===== src/rtl/rx_fifo_irq_pkg.sv =====
package rx_fifo_irq_pkg;

  // Commands from the control module to the timeout timer
  typedef struct packed {
    logic clear;    // drop count and pending flag
    logic restart;  // restart count unless a timeout is pending
    logic tick;     // one 16x baud tick elapsed
  } tmrCmd_t;

  typedef enum logic [3:0] {
    ID_NONE = 4'h1,
    ID_RDA  = 4'h4,
    ID_LINE = 4'h6,
    ID_TMO  = 4'hC
  } irqId_e;

endpackage


===== src/rtl/rx_fifo_irq_timer.sv =====
module rx_fifo_irq_timer
  import rx_fifo_irq_pkg::*;
#(
  parameter int OVERSAMPLE = 16,
  parameter int TO_CHARS   = 4,
  parameter int TMR_W      = 10
) (
  input  logic          clk,
  input  logic          rstN,
  input  tmrCmd_t       cmd,
  input  logic [1:0]    wordLen,
  input  logic          parityEn,
  input  logic          twoStop,
  output logic          toPend
);

  localparam int BASE_BITS = 6;  // start bit plus the five-bit minimum word

  logic [TMR_W-1:0] bitCnt;
  logic [TMR_W-1:0] thr;
  logic [TMR_W-1:0] toCnt;
  logic [TMR_W-1:0] nxtCnt;

  always_comb begin
    bitCnt = TMR_W'(BASE_BITS) + TMR_W'(wordLen) + TMR_W'(parityEn)
           + (twoStop ? TMR_W'(2) : TMR_W'(1));
    thr    = bitCnt * TMR_W'(OVERSAMPLE * TO_CHARS);
    nxtCnt = toCnt + TMR_W'(1);
  end

  always_ff @(posedge clk) begin
    if (!rstN) begin
      toCnt  <= '0;
      toPend <= 1'b0;
    end else if (cmd.clear) begin
      toCnt  <= '0;
      toPend <= 1'b0;
    end else if (!toPend) begin
      if (cmd.restart) begin
        toCnt <= '0;
      end else if (cmd.tick) begin
        toCnt <= nxtCnt;
        if (nxtCnt >= thr) toPend <= 1'b1;
      end
    end
  end


  pend_hold_chk: assert property (@(posedge clk) disable iff (!rstN)
    (toPend && !cmd.clear) |=> toPend);


  pend_needs_tick_chk: assert property (@(posedge clk) disable iff (!rstN)
    $rose(toPend) |-> $past(cmd.tick && !cmd.restart));


  reset_clean_chk: assert property (@(posedge clk)
    !rstN |=> (!toPend && toCnt == '0));

endmodule


===== src/rtl/rx_fifo_irq_ctrl.sv =====
module rx_fifo_irq_ctrl
  import rx_fifo_irq_pkg::*;
#(
  parameter int CNT_W = 5
) (
  input  logic             clk,
  input  logic             rstN,
  input  logic [CNT_W-1:0] fifoCount,
  input  logic             pushStb,
  input  logic             readStb,
  input  logic [CNT_W-1:0] trigLevel,
  input  logic             fifoEn,
  input  logic             rxIntEn,
  input  logic             lineIntEn,
  input  logic             lineErr,
  input  logic             baudTick,
  input  logic             toPend,
  output tmrCmd_t          cmd,
  output logic             dataReady,
  output logic             rdaIrq,
  output logic             timeoutIrq,
  output logic             lineIrq,
  output logic [3:0]       irqId
);

  logic notEmpty;
  logic active;

  always_comb begin
    notEmpty    = (fifoCount != '0);
    active      = fifoEn && notEmpty;
    cmd.clear   = !active || readStb;
    cmd.restart = pushStb;
    cmd.tick    = baudTick;

    dataReady  = notEmpty;
    rdaIrq     = fifoEn && rxIntEn && notEmpty && (fifoCount >= trigLevel);
    timeoutIrq = fifoEn && rxIntEn && toPend;
    lineIrq    = lineIntEn && lineErr;

    if (lineIrq)         irqId = ID_LINE;
    else if (rdaIrq)     irqId = ID_RDA;
    else if (timeoutIrq) irqId = ID_TMO;
    else                 irqId = ID_NONE;
  end


  read_clears_chk: assert property (@(posedge clk) disable iff (!rstN)
    readStb |=> !toPend);


  idle_clears_chk: assert property (@(posedge clk) disable iff (!rstN)
    (!fifoEn || fifoCount == '0) |=> !toPend);


  polled_quiet_chk: assert property (@(posedge clk) disable iff (!rstN)
    !rxIntEn |-> (!rdaIrq && !timeoutIrq));


  id_legal_chk: assert property (@(posedge clk) disable iff (!rstN)
    (irqId == 4'h1) || (irqId == 4'h4) || (irqId == 4'h6) || (irqId == 4'hC));


  ready_empty_chk: assert property (@(posedge clk) disable iff (!rstN)
    (fifoCount == '0) |-> !dataReady);

endmodule


===== src/rtl/rx_fifo_irq.sv =====
module rx_fifo_irq
  import rx_fifo_irq_pkg::*;
#(
  parameter int DEPTH      = 16,
  parameter int OVERSAMPLE = 16,
  parameter int TO_CHARS   = 4,
  parameter int CNT_W      = $clog2(DEPTH + 1)
) (
  input  logic             clk,
  input  logic             rstN,
  input  logic [CNT_W-1:0] fifoCount,
  input  logic             pushStb,
  input  logic             readStb,
  input  logic [CNT_W-1:0] trigLevel,
  input  logic             fifoEn,
  input  logic             rxIntEn,
  input  logic             lineIntEn,
  input  logic             lineErr,
  input  logic             baudTick,
  input  logic [1:0]       wordLen,
  input  logic             parityEn,
  input  logic             twoStop,
  output logic             dataReady,
  output logic             rdaIrq,
  output logic             timeoutIrq,
  output logic             lineIrq,
  output logic [3:0]       irqId
);

  localparam int MAX_BITS = 12;
  localparam int TMR_W    = $clog2(MAX_BITS * OVERSAMPLE * TO_CHARS + 1);

  tmrCmd_t cmd;
  logic    toPend;

  rx_fifo_irq_ctrl #(.CNT_W(CNT_W)) u_ctrl (
    .clk        (clk),
    .rstN       (rstN),
    .fifoCount  (fifoCount),
    .pushStb    (pushStb),
    .readStb    (readStb),
    .trigLevel  (trigLevel),
    .fifoEn     (fifoEn),
    .rxIntEn    (rxIntEn),
    .lineIntEn  (lineIntEn),
    .lineErr    (lineErr),
    .baudTick   (baudTick),
    .toPend     (toPend),
    .cmd        (cmd),
    .dataReady  (dataReady),
    .rdaIrq     (rdaIrq),
    .timeoutIrq (timeoutIrq),
    .lineIrq    (lineIrq),
    .irqId      (irqId)
  );

  rx_fifo_irq_timer #(
    .OVERSAMPLE (OVERSAMPLE),
    .TO_CHARS   (TO_CHARS),
    .TMR_W      (TMR_W)
  ) u_timer (
    .clk      (clk),
    .rstN     (rstN),
    .cmd      (cmd),
    .wordLen  (wordLen),
    .parityEn (parityEn),
    .twoStop  (twoStop),
    .toPend   (toPend)
  );

endmodule


===== config.mk =====
export PLATFORM = sky130hd
export DESIGN_NAME = rx_fifo_irq
export DESIGN_NICKNAME = d
export VERILOG_FILES = /design/src/rtl/rx_fifo_irq_pkg.sv /design/src/rtl/rx_fifo_irq_timer.sv /design/src/rtl/rx_fifo_irq_ctrl.sv /design/src/rtl/rx_fifo_irq.sv
export SDC_FILE = /design/constraint.sdc
export NUM_CORES = 1
export LEC_CHECK = 0
export BUFFER_PORTS_ARGS = -buffer_cell sky130_fd_sc_hd__buf_2
export CAP_MARGIN = 30
export CELL_PAD_IN_SITES_DETAIL_PLACEMENT = 0
export CELL_PAD_IN_SITES_GLOBAL_PLACEMENT = 1
export CORE_MARGIN = 3
export CORE_UTILIZATION = 39
export CTS_BUF_LIST = sky130_fd_sc_hd__clkbuf_8 sky130_fd_sc_hd__clkbuf_16
export DETAILED_ROUTE_END_ITERATION = 16
export GPL_ROUTABILITY_DRIVEN = 1
export GPL_TIMING_DRIVEN = 0
export PLACE_DENSITY_LB_ADDON = 0.1
export REMOVE_ABC_BUFFERS = 1
export SLEW_MARGIN = 20
export SYNTH_ARGS = -nofsm -noshare
export SYNTH_HDL_FRONTEND = slang
export SYNTH_HIERARCHICAL = 1
export SYNTH_SLANG_ARGS = --single-unit

===== constraint.sdc =====
create_clock -name clk -period 2.9 [get_ports clk]
set_input_delay 0.145 -clock clk [delete_from_list [all_inputs] [get_ports clk]]
set_output_delay 0.145 -clock clk [all_outputs]
set_load 0.02 [all_outputs]

## Yosys cells after proc, flatten, opt, wreduce, memory -nomap -nowiden

Index checks and enable logic that the tools add are counted.
W data, S select, Z words.

- Bits in registers: 11
- Input bits: 23

- Add/subtract/negate cells: 4
- Magnitude comparators: 2
- Muxes and demuxes: 10
- Bitwise gates (word level): 2
- Reductions and logical operators: 12

Operators with widths:

| kind | number |
|---|---|
| $mux W10 | 2 |
| $mux W4 | 3 |
| $add A10 B1 Y10 const B | 1 |
| $ge A10 B10 Y1 | 1 |
| $logic_and A1 B1 Y1 | 6 |
| $ge A5 B5 Y1 | 1 |
| $reduce_bool A5 Y1 | 1 |
| $add A3 B2 Y4 const A | 1 |
| $add A4 B1 Y4 | 1 |
| $add A4 B4 Y4 | 1 |
| $mux W1 | 4 |
| $mux W2 | 1 |
| $not A1 Y1 | 2 |
| $reduce_and A2 Y1 | 1 |
| $reduce_bool A2 Y1 | 1 |
| $reduce_or A2 Y1 | 1 |
| $logic_not A1 Y1 | 1 |
| $logic_or A1 B1 Y1 | 1 |

## Logic depth before layout (Yosys ltp)

- Depth after elaboration: 8
- Depth in mapped cells: 10
- Mapped depth without buffers: 10

## Hierarchy

Netlist, hierarchy kept.

By module, submodules not included:

| module | instances | cells an instance | area each (um2) | sequential area each (um2) |
|---|---|---|---|---|
| rx_fifo_irq_timer | 1 | 91 | 764.5 | 220.2 |
| rx_fifo_irq_ctrl | 1 | 31 | 224.0 | 0.0 |

## Least setup slack after synthesis

No wires, ideal clock.

- Path type: register to register
- Start: reg u_timer.toCnt[2]
- End: reg u_timer.toPend
- Library setup time: 125 ps
- Arrival: 1657 ps
- Required time: 2775 ps
- Slack: 1119 ps
- Stages on the path, launching flop included: 9
- Path buffers: 0
- Clock period less this slack: 1781 ps
- Cell sequence: dfxtp_1 and4_4 and3_4 nand2_2 xnor2_1 ha_1 and2_1 o31ai_1 o21ai_1

- Cells in the longest elaborated chain, start to end: 6

RTL lines:

| element | line | source |
|---|---|---|
| start: declaration | rx_fifo_irq_timer.sv:21 | `logic [TMR_W-1:0] toCnt;` |
| start signal: assignment | rx_fifo_irq_timer.sv:42 | `toCnt <= nxtCnt;` |
| $add A10 B1 Y10 | rx_fifo_irq_timer.sv:28 | `nxtCnt = toCnt + TMR_W'(1);` |
| $ge A10 B10 Y1 | rx_fifo_irq_timer.sv:43 | `if (nxtCnt >= thr) toPend <= 1'b1;` |
| $mux W1 | rx_fifo_irq_timer.sv:43 |  |
| $mux W1 | rx_fifo_irq_timer.sv:41 | `end else if (cmd.tick) begin` |
| $mux W1 | rx_fifo_irq_timer.sv:39 | `if (cmd.restart) begin` |
| $mux W1 | rx_fifo_irq_timer.sv:38 | `end else if (!toPend) begin` |
| end signal: assignment | rx_fifo_irq_timer.sv:34 | `toPend <= 1'b0;` |
| end signal: assignment | rx_fifo_irq_timer.sv:37 | `toPend <= 1'b0;` |
| end signal: assignment | rx_fifo_irq_timer.sv:43 |  |
| end: declaration | rx_fifo_irq_timer.sv:14 | `output logic toPend` |

No other way between the ends.
A chain may end at the register's enable or synchronous reset.

## Worst setup path after layout

- Start: reg u_timer.toCnt[0]
- End: reg u_timer.toPend

Same word-level chain as after synthesis.

==> run metrics <==
DP Area 0.001144 mm²; Clock Tree Root clkbuf_8; adder-cell share of the synthesized area roughly 20%; Via density just over 5; routed length per placed instance ~12 µm; maxcap violations 0; RR Startpoint u_timer/toCnt[0]; power per cell area 327.9 mW/mm²; Setup-failing EPs final 0; Die H 56.35 µm; cts bufs inserted 3; status completed; CP Capture Type flop; mean area per synthesized cell 8.102 µm²; Core Rows 17; postcts setup bufs 0; die width 56.35 µm; H-Tree Depth 1; FF-to-FF setup slack between 0.9 and 1 ns; design area 0.001189 mm²; EDFF count, synth 0; fin crit share 68.46%; max_slew headroom 60.69%; Final Wtd Congestion 0.7846; # hold bufs at CTS 0; VDD IR max ~0.21 mV; Top Metal Used met4; Post-Syn Area 988.4 µm²; Yosys top cell area share 22.28%; GR Overflow Total 0; Synth cell types 35; most numerous cell in the Yosys netlist ha_1; Hold Fails Final Rpt 0; Final ANT Viol Nets 0; PortBufs 30; Worst-Skew Late Latency about 0.24 ns; complex-gate fraction of the synthesized area 18.23%; maximum clock path buffer count 2; Gate Count Post-Synth ~120; critical path class flop to flop; TNS Setup 0 ns; worst min-delay path class input pin to flop; Final nets 190; GRT Util Overall 14.37%; cell taking the most area after synthesis dfxtp_1; main combinational cell family by area after synthesis simple AND/OR/NAND/NOR gates; largest cells by area after synthesis dfxtp_1 (22%), ha_1 (18%), xnor2_1 (6.2%); synth cell count leaders ha_1 (14), inv_1 (12), dfxtp_1 (11), a21oi_1 (10), nor2_1 (10); crit path max fanout 8; reg2reg end u_timer/toPend; DRC errors left 0; hold_sp pushStb; post-synthesis mux area share 0%; DR iter-0 viols 13; die area approximately 0.0032 mm²; Post-Synth Simple-Gate Area approximately 25%; Reg clk slew, reported paths 0.05 ns; RSZ-0062 raised after global routing no; number of gates resized after cts 0; Fillers about 220; xor/xnor cell area share of the yosys netlist about 7.1%; Hold Path Depth 4; final WL 2193 µm; initial antenna violation count 0; Initial Utilization 43.03%; metal2 WL 972 µm; CP startpoint u_timer/toCnt[0]; synthesized flop and latch total 11; max-slew violation count 0; Arrival @ worst endpoint 2.16 ns; crit path time final approximately 2 ns; Ys Warns 6; Seq/Total Area, Yosys 22.28%; DP HPWL 1739 µm; CP Launch Type flop; ys flop type dfxtp_1; Ports 31; synthesis-to-layout area growth 20.25%; share of cells above drive strength 1 27.81%; largest net degree at the start of global routing 12; Core Footprint between 0.002 and 0.0025 mm²; CP required 3.07 ns; # clock sinks 11; ys async rst share 0%; Reg2Reg Depth 7; Worst-Margin Slew 0.5884 ns; first-pass detailed-route iteration total 4; clock skew 0.004399 ns; WL met3 80 µm; first-pass GRT wire length 3615 µm; fmax 503.7 MHz; TritonCTS clock tree yes; Hold Path Sink u_timer/toCnt[9]; DRT met1 WL approximately 1100 µm; vias in the first global route roughly 900; LEAKAGE 0.5668 nW; antenna cells 0; routed vias 927
[cell type report]
class / instances / area, µm² / area share [%]
repair buffers: 30 / 150.1 / 12.63
multi-input cells: 94 / 693.2 / 58.32
inverters: 12 / 45.04 / 3.789
flip-flops and latches: 11 / 220.2 / 18.53
clock buffers: 3 / 41.29 / 3.474
well taps: 28 / 35.03 / 2.947
clock inverters: 1 / 3.754 / 0.3158
[critical path, stage by stage (launching register included)]
cell	delay, ns
dfxtp_1	0.47
ha_1	0.34
nand2_1	0.10
xor2_1	0.17
ha_1	0.30
nand4_1	0.08
o41a_1	0.34
o21ai_1	0.13
[worst max-delay path by stage]
stage                     endpoint  slack [ns]  cells after the start
detailed placement  u_timer/toPend        0.95                      7
floorplan           u_timer/toPend        1.12                      8
CTS                 u_timer/toPend        0.92                      7
finish              u_timer/toPend        0.91                      7
global placement    u_timer/toPend        0.93                      7
global route        u_timer/toPend        0.80                      7
[per-layer routing]
layer  global-route usage, %  vias to the layer above
met5                       0                        -
met4                   9.153                        0
met3                   2.069                        7
met2                   22.54                       25
met1                   18.23                      408
li1                        -                      487
[through the flow]
step | hold slack, ns | power [W] | util, % | cells | worst slack, ns
final | 0.3317 | 0.0003898 | 51.74 | 179 | 0.9147
after global routing | 0.3750 | 0.0004138 | 51.74 | 179 | 0.8025
after CTS | 0.3266 | 0.0003966 | 51.74 | 179 | 0.9179
after detailed placement | 0.4914 | 0.0002405 | 49.78 | 175 | 0.9541
after global placement | 0.4842 | 0.0002390 | 49.78 | 175 | 0.9339
after floorplan | 0.3948 | 0.0002053 | - | 117 | 1.119
[cell usage in the layout (no fill, tap or decap), drive strengths merged, types with 2 or more instances in the layout]
cell type  instances
a21oi             10
a22oi              5
a31oi              2
and2               4
and3               5
buf               30
clkbuf             3
dfxtp             11
ha                14
inv               13
nand2              6
nand2b             3
nand3              4
nand3b             2
nand4              3
nor2              10
o21ai              6
or3                2
xnor2              7
[kinds of logic after synthesis]
| logic type | count (synthesis) |
|---|---|
| AOI/OAI and AO/OA | 29 |
| xor gates and xnor gates | 8 |
| adders and majority gates | 15 |
| buffers and inverters | 17 |
| DFF | 11 |
| and+or+nand+nor | 42 |
[flip-flops by register name, indices dropped and copies added, names as in the netlist]
| register | flops |
|---|---|
| u_timer/toPend | 1 |
| u_timer/toCnt | 10 |
[report_power, final]
group | switching, W | internal [W]
Clock | 0.0000592 | 0.0000931
Combinational | 0.0000470 | 0.0000382
Sequential | 0.000000593 | 0.000152
Total | 0.000107 | 0.000283
Power figures use the tool's default switching activity.
